`src/rtl/swi_pkg.sv`:
```
package swi_pkg;
  localparam int BYTE_W  = 8;
  localparam int NUM_BRK = 4;
  localparam int CNT_W   = $clog2(BYTE_W);
  localparam int REQ_W   = NUM_BRK + 1;
  localparam int STAT_W  = BYTE_W + NUM_BRK + 4;

  localparam int BRK_START = 0;
  localparam int BRK_STOP  = 1;
  localparam int BRK_BYTE  = 2;
  localparam int BRK_ACK   = 3;

  typedef enum logic [2:0] {
    RX_IDLE,
    RX_DATA,
    RX_ACK_PEND,
    RX_ACK,
    RX_ACK_DONE
  } rx_state_e;

  typedef struct packed {
    logic start;
    logic stop;
    logic rise;
    logic fall;
  } bus_ev_t;

  typedef struct packed {
    logic               ack_val;
    logic [NUM_BRK-1:0] en;
  } req_t;
endpackage

```
`src/rtl/swi_sync.sv`:
```
module swi_sync #(
  parameter int              WIDTH   = 2,
  parameter int              STAGES  = 2,
  parameter logic [WIDTH-1:0] RST_VAL = '1
) (
  input  logic             clk,
  input  logic             rst_n,
  input  logic [WIDTH-1:0] d,
  output logic [WIDTH-1:0] q
);
  logic [STAGES-1:0][WIDTH-1:0] stg_q;
  logic [STAGES-1:0][WIDTH-1:0] stg_d;

  generate
    if (STAGES == 1) begin : g_single
      always_comb stg_d = d;
    end else begin : g_chain
      always_comb stg_d = {stg_q[STAGES-2:0], d};
    end
  endgenerate

  always_ff @(posedge clk or negedge rst_n) begin
    if (!rst_n) stg_q <= {STAGES{RST_VAL}};
    else        stg_q <= stg_d;
  end

  assign q = stg_q[STAGES-1];
endmodule

```
`src/rtl/swi_bus_mon.sv`:
```
module swi_bus_mon
  import swi_pkg::*;
(
  input  logic    clk,
  input  logic    rst_n,
  input  logic    scl_s,
  input  logic    sda_s,
  output bus_ev_t ev
);
  logic scl_d, sda_d;

  always_ff @(posedge clk or negedge rst_n) begin
    if (!rst_n) begin
      scl_d <= 1'b1;
      sda_d <= 1'b1;
    end else begin
      scl_d <= scl_s;
      sda_d <= sda_s;
    end
  end

  always_comb begin
    ev.rise  = scl_s & ~scl_d;
    ev.fall  = ~scl_s & scl_d;
    ev.start = scl_s & scl_d & sda_d & ~sda_s;
    ev.stop  = scl_s & scl_d & ~sda_d & sda_s;
  end
endmodule

```
`src/rtl/swi_rx_engine.sv`:
```
module swi_rx_engine
  import swi_pkg::*;
(
  input  logic              clk,
  input  logic              rst_n,
  input  bus_ev_t           ev,
  input  logic              sda_s,
  input  logic              ack_next,
  output logic              byte_ev,
  output logic              ack_ev,
  output logic              ack_zero,
  output logic [BYTE_W-1:0] last_byte,
  output logic              sda_pull
);
  rx_state_e         state_q, state_d;
  logic [CNT_W-1:0]  cnt_q, cnt_d;
  logic [BYTE_W-1:0] shreg_q, shreg_d;
  logic [BYTE_W-1:0] byte_q, byte_d;
  logic              drive_q, drive_d;
  logic [BYTE_W-1:0] shifted;

  assign shifted = {shreg_q[BYTE_W-2:0], sda_s};

  always_comb begin
    state_d  = state_q;
    cnt_d    = cnt_q;
    shreg_d  = shreg_q;
    byte_d   = byte_q;
    byte_ev  = 1'b0;
    ack_ev   = 1'b0;
    ack_zero = 1'b0;
    if (ev.stop) begin
      state_d = RX_IDLE;
    end else if (ev.start) begin
      state_d = RX_DATA;
      cnt_d   = '0;
    end else begin
      case (state_q)
        RX_DATA: begin
          if (ev.rise) begin
            shreg_d = shifted;
            cnt_d   = cnt_q + 1'b1;
            if (cnt_q == CNT_W'(BYTE_W - 1)) begin
              byte_d  = shifted;
              byte_ev = 1'b1;
              state_d = RX_ACK_PEND;
            end
          end
        end
        RX_ACK_PEND: begin
          if (ev.fall) state_d = RX_ACK;
        end
        RX_ACK: begin
          if (ev.rise) begin
            ack_ev   = 1'b1;
            ack_zero = ~sda_s;
            state_d  = RX_ACK_DONE;
          end
        end
        RX_ACK_DONE: begin
          if (ev.fall) begin
            state_d = RX_DATA;
            cnt_d   = '0;
          end
        end
        default: state_d = RX_IDLE;
      endcase
    end
  end

  always_comb begin
    case (state_d)
      RX_ACK:      drive_d = ~ack_next;
      RX_ACK_DONE: drive_d = drive_q;
      default:     drive_d = 1'b0;
    endcase
  end

  always_ff @(posedge clk or negedge rst_n) begin
    if (!rst_n) begin
      state_q <= RX_IDLE;
      cnt_q   <= '0;
      shreg_q <= '0;
      byte_q  <= '0;
      drive_q <= 1'b0;
    end else begin
      state_q <= state_d;
      cnt_q   <= cnt_d;
      shreg_q <= shreg_d;
      byte_q  <= byte_d;
      drive_q <= drive_d;
    end
  end

  assign last_byte = byte_q;
  assign sda_pull  = drive_q;
endmodule

```
`src/rtl/swi_brk_ctrl.sv`:
```
module swi_brk_ctrl
  import swi_pkg::*;
(
  input  logic               clk,
  input  logic               rst_n,
  input  logic               wr_en,
  input  logic [REQ_W-1:0]   wr_data,
  input  logic               ev_start,
  input  logic               ev_stop,
  input  logic               byte_ev,
  input  logic               ack_ev,
  input  logic               ack_zero,
  input  logic               scl_s,
  output logic               ack_next,
  output logic [NUM_BRK-1:0] pend,
  output logic               lost,
  output logic               hold,
  output logic               scl_pull,
  output logic               irq
);
  localparam logic [NUM_BRK-1:0] HOLD_MASK = ~(NUM_BRK'(1) << BRK_STOP);

  req_t               req_q, req_d;
  logic [NUM_BRK-1:0] pend_q, pend_d;
  logic               lost_q, lost_d;
  logic               hold_q, hold_d;
  logic               pull_q, pull_d;
  logic [NUM_BRK-1:0] raw_ev, taken;

  always_comb begin
    raw_ev            = '0;
    raw_ev[BRK_START] = ev_start;
    raw_ev[BRK_STOP]  = ev_stop;
    raw_ev[BRK_BYTE]  = byte_ev;
    raw_ev[BRK_ACK]   = ack_ev;
  end

  always_comb begin
    req_d  = wr_en ? req_t'(wr_data) : req_q;
    taken  = raw_ev & req_d.en;
    pend_d = (wr_en ? '0 : pend_q) | taken;
    hold_d = (wr_en ? 1'b0 : hold_q) | (|(taken & HOLD_MASK));
    lost_d = (wr_en ? 1'b0 : lost_q) | (ack_zero & req_d.ack_val);
    pull_d = hold_d & (pull_q | ~scl_s);
  end

  always_ff @(posedge clk or negedge rst_n) begin
    if (!rst_n) begin
      req_q  <= '{ack_val: 1'b1, en: '0};
      pend_q <= '0;
      lost_q <= 1'b0;
      hold_q <= 1'b0;
      pull_q <= 1'b0;
    end else begin
      req_q  <= req_d;
      pend_q <= pend_d;
      lost_q <= lost_d;
      hold_q <= hold_d;
      pull_q <= pull_d;
    end
  end

  assign ack_next = req_d.ack_val;
  assign pend     = pend_q;
  assign lost     = lost_q;
  assign hold     = hold_q;
  assign scl_pull = pull_q;
  assign irq      = |pend_q;
endmodule

```
`src/rtl/swi_i2c_slave.sv`:
```
module swi_i2c_slave
  import swi_pkg::*;
#(
  parameter int SYNC_STAGES = 2
) (
  input  logic              clk,
  input  logic              rst_n,
  input  logic              scl_i,
  input  logic              sda_i,
  output logic              scl_pull_o,
  output logic              sda_pull_o,
  input  logic              wr_en,
  input  logic [REQ_W-1:0]  wr_data,
  output logic [STAT_W-1:0] rd_data,
  output logic              irq_o
);
  logic               scl_s, sda_s;
  bus_ev_t            ev;
  logic               byte_ev, ack_ev, ack_zero, ack_next;
  logic [BYTE_W-1:0]  last_byte;
  logic [NUM_BRK-1:0] pend;
  logic               lost, hold;

  swi_sync #(.WIDTH(2), .STAGES(SYNC_STAGES), .RST_VAL(2'b11)) u_sync (
    .clk   (clk),
    .rst_n (rst_n),
    .d     ({scl_i, sda_i}),
    .q     ({scl_s, sda_s})
  );

  swi_bus_mon u_mon (
    .clk   (clk),
    .rst_n (rst_n),
    .scl_s (scl_s),
    .sda_s (sda_s),
    .ev    (ev)
  );

  swi_rx_engine u_rx (
    .clk       (clk),
    .rst_n     (rst_n),
    .ev        (ev),
    .sda_s     (sda_s),
    .ack_next  (ack_next),
    .byte_ev   (byte_ev),
    .ack_ev    (ack_ev),
    .ack_zero  (ack_zero),
    .last_byte (last_byte),
    .sda_pull  (sda_pull_o)
  );

  swi_brk_ctrl u_brk (
    .clk      (clk),
    .rst_n    (rst_n),
    .wr_en    (wr_en),
    .wr_data  (wr_data),
    .ev_start (ev.start),
    .ev_stop  (ev.stop),
    .byte_ev  (byte_ev),
    .ack_ev   (ack_ev),
    .ack_zero (ack_zero),
    .scl_s    (scl_s),
    .ack_next (ack_next),
    .pend     (pend),
    .lost     (lost),
    .hold     (hold),
    .scl_pull (scl_pull_o),
    .irq      (irq_o)
  );

  assign rd_data = {2'b00, hold, lost, pend, last_byte};
endmodule

```
`config.mk`:
```
export PLATFORM = sky130hd
export DESIGN_NAME = swi_i2c_slave
export DESIGN_NICKNAME = d
export VERILOG_FILES = /design/src/rtl/swi_pkg.sv /design/src/rtl/swi_sync.sv /design/src/rtl/swi_bus_mon.sv /design/src/rtl/swi_rx_engine.sv /design/src/rtl/swi_brk_ctrl.sv /design/src/rtl/swi_i2c_slave.sv
export SDC_FILE = /design/constraint.sdc
export NUM_CORES = 1
export LEC_CHECK = 0
export CAP_MARGIN = 40
export CORE_ASPECT_RATIO = 0.8
export CORE_MARGIN = 2
export CORE_UTILIZATION = 50
export DETAILED_ROUTE_END_ITERATION = 10
export GPL_TIMING_DRIVEN = 0
export MAX_ROUTING_LAYER = met4
export PLACE_DENSITY = 0.82
export SETUP_SLACK_MARGIN = 0.02
export SYNTH_ARGS = -nofsm -noshare
export SYNTH_HDL_FRONTEND = slang
export SYNTH_SLANG_ARGS = --single-unit
```
`constraint.sdc`:
```
create_clock -name clk -period 1.9 [get_ports clk]
set_input_delay 0.285 -clock clk [delete_from_list [all_inputs] [get_ports clk]]
set_output_delay 0.285 -clock clk [all_outputs]
set_load 0.01 [all_outputs]
```
==> metrics.md, run 1 <==
| Metric | Value |
|---|---|
| Status | complete, no violations |
| Hold Buf Count CTS | 0 |
| Gates resized, CTS repair | 0 |
| Layout cells sized above 1 | about 28% |
| Library cells used by synthesis | 37 |
| CTS tree | done |
| Via count | around 1000 |
| Most common cell after layout, fill and taps aside | dfrtp_1 |
| R2r setup slk | between 100 and 150 ps |
| Hold Vio Cnt, Final | 0 |
| Max_slew headroom | 44.6% |
| Largest cells by area after synthesis | dfrtp_1 (49%), dfstp_2 (11%), mux2_2 (10%) |
| TritonCTS Sinks | 40 |
| Total Routed Length | 2840 um |
| Clock insertion delay at the later pin of the skew report | roughly 290 ps |
| CP Capture Type | register |
| Boundary Pins | 29 |
| Global placement routability congestion | 0.727 |
| Grt total ovfl | 0 |
| Setup crit start kind | register |
| Core Util, Final | between 60 and 70% |
| Sequential element share of the synthesized area | 59.9% |
| DR pass1 iterations | 4 |
| Non-filler cells, final | between 150 and 200 |
| First-pass GRT wire length | approximately 4800 um |
| RSZ-0062 raised after global routing | false |
| CP arrival | between 1500 and 2000 ps |
| # setup viols final | 0 |
| CP required | 2070 ps |
| Die ar. | 3860 um^2 |
| CTS clk-pin slew, worst paths | 70 ps |
| Measured slew at the worst slew-check pin | roughly 830 ps |
| Pwr dens | between 700 and 800 nW/um^2 |
| Initial Util | 53.5% |
| Die H | around 56 um |
| Max Cap Viol | 0 |
| DIE WIDTH | a little under 70 um |
| Hold crit path type | in2async |
| Diodes inserted | 0 |
| Post-synth EDFFs | 0 |
| H-tree Lvls | 2 |
| YS warnings | 0 |
| Vias per cell | between 5 and 6 |
| Most frequent cells in the layout | dfrtp_1 (33), clkdlybuf4s50_1 (25), mux2_2 (15), inv_1 (10), dfstp_2 (7) |
| Crit share post-route | about 94% |
| Post-synthesis area per instance | 13.6 um^2 |
| Top-area cell type share of the netlist area | 49.0% |
| Antenna Nets Post-Route | 0 |
| Total track usage | ~18% |
| Setup Skew | 6.49 ps |
| CTS Buffer Depth | 2 |
| Max Freq | ~560 MHz |
| DR iter-0 viols | 38 |
| Worst-case vdd ir drop | ~0.47 mV |
| Setup TNS | 0 ps |
| # placed instances | 191 |
| IO Port Bufs | 26 |
| Postcts setup bufs | 0 |
| Core region area | roughly 3200 um^2 |
| Max Fanout on Critical Path | 10 |
| Cells after Synth | 124 |
| #FFs+latches synth | 40 |
| Post-layout min period | 1790 ps |
| Area leader, netlist | dfrtp_1 |
| Synth-to-Final Area Change | 23.7% |
| CTS buffer count | 5 |
| LEAKAGE | just under 1 nW |
| Most common flop cell mapped by yosys | dfrtp_1 |
| Async S/R FF share, synth | 100% |
| Vias in the first global route | around 1100 |
| Largest net degree at the start of global routing | 41 |
| Wire per inst | approximately 14 um |
| FP Rows | 18 |
| Cell area after placement | roughly 2000 um^2 |
| Final Cell Area | 2090 um^2 |
| Dpl hpwl | just under 2000 um |
| CTS root buf | clkbuf_8 |
| Slew Viols, Final | 0 |
| Pwr Total | 0.00159 W |
| Final nets | 170 |
| Synthesized cell area | roughly 1700 um^2 |
| Critical path class | reg2reg |
| DRC violations left | 0 |
| Initial antenna violation count | 0 |
-- through the flow --
| step | setup WS, ps | hold WS [ps] |
|---|---|---|
| 5_1_grt | 44.2 | 156 |
| 6_report | 114 | 87.3 |
| 3_5_place_dp | 2.31 | 347 |
| 4_1_cts | 101 | 119 |
| 2_1_floorplan | 315 | -10.6 |
| 3_3_place_gp | -294 | 347 |
-- kinds of logic (layout without fill, tap and decap cells) --
logic type | Yosys count | after routing | synth area share [%]
flops | 40 | 40 | 59.9
mux | 22 | 22 | 14.4
simple gates | 22 | 22 | 10.5
compound gates | 19 | 19 | 8.16
buf+inv | 18 | 52 | 5.34
fa+ha+maj | 2 | 2 | 1.48
other cells | 1 | 2 | 0.222
-- synthesized netlist by cell type (2+ instances only) --
cell type and n:
a22o_1 2, dfstp_2 7, nand4_1 2, ha_1 2, nor3b_2 2, nor2b_1 3
o22ai_1 2, o21ai_0 5, nor2_1 2, and4bb_2 2, buf_4 5, mux2_2 15
buf_2 3, mux2_1 3, nand4b_1 2, mux2i_1 4, inv_1 10, dfrtp_1 33
nand3_1 2
-- final cells by class --
class | count | area [um^2]
flip-flops and latches | 40 | 1010
multi-input cells | 67 | 591
inverters | 10 | 37.5
repair buffers | 26 | 255
well taps | 40 | 50.0
fillers | 241 | 1070
clock buffers | 8 | 90.1
plain buffers | 8 | 52.6
-- state kept, by name, indices dropped and copies added, names as in the netlist --
name / count
u_brk.req_q: 5
u_rx.sda_pull: 1
u_brk.lost: 1
u_mon.sda_d: 1
u_brk.scl_pull: 1
u_rx.cnt_q: 3
u_sync.stg_d: 2
u_rx.shreg_q: 7
u_brk.hold: 1
u_sync.q: 2
u_mon.scl_d: 1
u_rx.last_byte: 8
u_rx.state_q: 3
u_brk.pend: 4
-- where the power goes --
group / internal (W) / total [W] / switching (W) / leakage (nW)
registers: 0.000894 / 0.000915 / 0.0000208 / 0.522
logic: 0.0000614 / 0.000115 / 0.0000540 / 0.401
clock network: 0.000296 / 0.000564 / 0.000268 / 0.0455
total: 0.00125 / 0.00159 / 0.000343 / 0.968
-- routing by layer --
metal	wire (um)	GRT usage (%)
met1	1360	21.3
met2	1270	26.8
met3	147	4.86
met5	0	-
met4	54	8.96
-- worst paths after layout --
path | startpoint | to | cells after the start
max reg2reg | u_sync.q[1]$_DFF_PN1_ | u_rx.shreg_q[5]$_DFFE_PN0P_ | 4
max | u_sync.q[1]$_DFF_PN1_ | u_rx.shreg_q[5]$_DFFE_PN0P_ | 4
min | rst_n | u_rx.last_byte[0]$_DFFE_PN0P_ | 1
max in group asynchronous | rst_n | u_rx.shreg_q[5]$_DFFE_PN0P_ | 1
min reg2reg | u_sync.stg_d[3]$_DFF_PN1_ | u_sync.q[1]$_DFF_PN1_ | 0
min in group clk | u_sync.stg_d[3]$_DFF_PN1_ | u_sync.q[1]$_DFF_PN1_ | 0
-- worst max-delay path: stages, from the launching register on --
cell and delay (ps):
dfstp_2 530, buf_2 200, nand3b_2 150, nor3_4 400, mux2_2 390
Power figures use the tool's default switching activity.
==> run 2, diff against run 1 <==
--- a/config.mk
+++ b/config.mk
@@ -5,15 +5,16 @@
 export SDC_FILE = /design/constraint.sdc
 export NUM_CORES = 1
 export LEC_CHECK = 0
+export ABC_AREA = 1
 export CAP_MARGIN = 40
 export CORE_ASPECT_RATIO = 0.8
 export CORE_MARGIN = 2
 export CORE_UTILIZATION = 50
 export DETAILED_ROUTE_END_ITERATION = 10
 export GPL_TIMING_DRIVEN = 0
-export MAX_ROUTING_LAYER = met4
 export PLACE_DENSITY = 0.82
 export SETUP_SLACK_MARGIN = 0.02
+export SLEW_MARGIN = 15
 export SYNTH_ARGS = -nofsm -noshare
 export SYNTH_HDL_FRONTEND = slang
 export SYNTH_SLANG_ARGS = --single-unit
==> metrics.md, run 2 <==
| Metric | Value |
|---|---|
| Status | complete, no violations |
| #FFs+latches synth | 40 (unchanged) |
| Post-synthesis area per instance | 8.91 um^2 (-34%) |
| Crit share post-route | 84.6% (-9.4 points) |
| Top-area cell type share of the netlist area | 47.0% (-1.9 points) |
| # placed instances | 266 (+39%) |
| Critical Path Sink | irq_o |
| IO Port Bufs | 25 (-3.8%) |
| Vias per cell | 4.74 (-9.2%) |
| Worst r2r path cells | 6 (+2) |
| Initial antenna violation count | 0 (unchanged) |
| Max Freq | 622 MHz (+11%) |
| FF-to-FF End | u_rx.shreg_q[4]$_DFFE_PN0P_ |
| # setup viols final | 0 (unchanged) |
| Pwr dens | 805 nW/um^2 (+5.3%) |
| Max Cap Viol | 0 (unchanged) |
| Postcts setup bufs | 0 (unchanged) |
| LEAKAGE | 1.14 nW (+18%) |
| Sequential element share of the synthesized area | 57.5% (-2.3 points) |
| TritonCTS Sinks | 40 (unchanged) |
| Grt total ovfl | 0 (unchanged) |
| Global placement routability congestion | 0.809 (+11%) |
| Initial Util | 51.6% (-1.9 points) |
| FF+latch area | 1010 um^2 (unchanged) |
| Die ar. | 4000 um^2 (+3.8%) |
| Critical path class | reg2out |
| RSZ-0062 raised after global routing | false |
| R2r setup slk | 320 ps (+210 ps) |
| DIE WIDTH | 70.2 um (+1.9%) |
| Async S/R FF share, synth | 100% (unchanged) |
| CP arrival | 1320 ps (-640 ps) |
| HP Start | wr_en |
| CP required | 1620 ps (-450 ps) |
| Area of the multi-input gates | 584 um^2 (-1.1%) |
| First-pass GRT wire length | 5590 um (+16%) |
| Diodes inserted | 0 (unchanged) |
| Total Routed Length | 3250 um (+15%) |
| Most common flop cell mapped by yosys | dfrtp_1 |
| Synth cell count leaders | nand2_1 (65), dfrtp_1 (33), inv_1 (28) |
| Vias in the first global route | 1284 (+19%) |
| Dpl hpwl | 2350 um (+20%) |
| FP Rows | 19 (+1) |
| Pwr Total | 0.00178 W (+12%) |
| Setup Skew | 4.08 ps (-2.41 ps) |
| Filler cells | 275 (+14%) |
| Non-filler cells, final | 275 (+38%) |
| Clock insertion delay at the later pin of the skew report | 300 ps (about the same) |
| Via count | 1303 (+26%) |
| Synthesized cell area | 1760 um^2 (+4.1%) |
| Wire per inst | 11.8 um (-17%) |
| CTS tree | done |
| Synth-to-Final Area Change | 25.8% |
| DR iter-0 viols | 77 (+100%) |
| Library cells used by synthesis | 23 (-38%) |
| RR Startpoint | u_sync.q[1]$_DFF_PN1_ |
| H-tree Lvls | 2 (unchanged) |
| Antenna Nets Post-Route | 0 (unchanged) |
| Layout cells sized above 1 | 15.0% (-13 points) |
| Boundary Pins | 29 (unchanged) |
| Die H | 57.0 um (+1.9%) |
| CTS Buffer Depth | 2 (unchanged) |
| Hold Vio Cnt, Final | 0 (unchanged) |
| Worst hold slack | 234 ps (+146 ps) |
| Most common cell after layout, fill and taps aside | nand2_1 |
| Worst-case vdd ir drop | 0.615 mV (+32%) |
| Crit path launch | u_brk.pend[3]$_DFF_PN0_ |
| CTS clk-pin slew, worst paths | 80 ps (about the same) |
| YS warnings | 0 (unchanged) |
| Most frequent cells in the layout | nand2_1 (65), dfrtp_1 (33), inv_1 (28), clkdlybuf4s50_1 (24) |
| Post-synth EDFFs | 0 (unchanged) |
| Slew Viols, Final | 0 (unchanged) |
| Post-layout min period | 1610 ps (-178 ps) |
| CP Capture Type | primary output |
| Setup crit start kind | register |
| Cells after Synth | 197 (+59%) |
| CTS root buf | clkbuf_8 |
| Hold crit path type | in2reg |
| CTS buffer count | 5 (unchanged) |
| DR pass1 iterations | 4 (unchanged) |
| Largest cells by area after synthesis | dfrtp_1 (47%), nand2_1 (14%), dfstp_2 (10%) |
| Final nets | 244 (+44%) |
| DRC violations left | 0 (unchanged) |
| Area leader, netlist | dfrtp_1 |
| Count leader, synth | nand2_1 |
| Max Fanout on Critical Path | 2 (-8) |
| Largest net degree at the start of global routing | 29 (-29%) |
| Max reg flops | 8 (unchanged) |
| Core region area | 3400 um^2 (+7.8%) |
| Total track usage | 18.2% (+0.58 points) |
==> run 2: cells by family after synthesis <==
group | count (synthesis) | synth area share [%]
AOI/OAI and AO/OA | 20 | 7.20
adders and majority gates | 2 | 1.43
buffers and inverters | 36 | 9.41
DFF | 40 | 57.5
other | 1 | 0.214
and+or+nand+nor | 98 | 24.2
==> run 2: routing by layer <==
layer  routed length (um)  share of wire (%)  vias up  track usage (%)
met2                 1420                 44       35             28.8
li1                     -                  -      669                -
met4                   31               0.95        0             5.22
met5                    0                  0        -                0
met3                  183                5.6        4             6.89
met1                 1610                 50      595             23.7
==> run 2: how the worst min path moves through the flow <==
stage | to | cells after the start
6_report | u_brk.pend[1]$_DFF_PN0_ | 2
5_1_grt | u_brk.pend[3]$_DFF_PN0_ | 2
4_1_cts | u_brk.pend[3]$_DFF_PN0_ | 2
3_5_place_dp | u_brk.req_q[1]$_DFF_PN0_ | 1
3_3_place_gp | u_sync.q[0]$_DFF_PN1_ | 0
2_1_floorplan | u_brk.hold$_DFF_PN0_ | 0
==> run 2: layout make-up <==
cell class                      count  share of cell area, %
Buffer                              7                   2.44
Clock buffer                        6                   3.74
Clock inverter                      2                   1.76
Inverter                           29                   5.04
Multi-Input combinational cell    122                   26.5
Sequential cell                    40                   45.7
Tap cell                           42                   2.38
Timing Repair Buffer               27                   12.5
==> run 2: repair_timing <==
item / in CTS / in global routing
endpoints found under the hold margin: 11 / 0
hold buffers: 1 / 0
gates resized for setup: 0 / 0
==> run 2: power by group <==
part           internal [W]  leakage, nW  switching [W]
Clock              0.000429       0.0614       0.000302
Sequential         0.000891        0.523      0.0000199
Combinational     0.0000580        0.558      0.0000773
Total               0.00138         1.14       0.000399
==> run 2: per-stage QoR <==
stage | cell area [um^2] | util, % | TNS (ps) | setup slack [ps]
2_1_floorplan | 1760 | - | 0 | 537
3_3_place_gp | 2060 | 60.7 | -12470 | -378
3_5_place_dp | 2080 | 61.1 | 0 | 346
4_1_cts | 2210 | 65.0 | 0 | 281
5_1_grt | 2210 | 65.0 | 0 | 204
6_report | 2210 | 65.0 | 0 | 292
==> run 2: critical path: stages, from the launching register on <==
cell             delay, ps
dfrtp_1                360
inv_1                   60
nand4_1                 80
clkdlybuf4s50_1        530
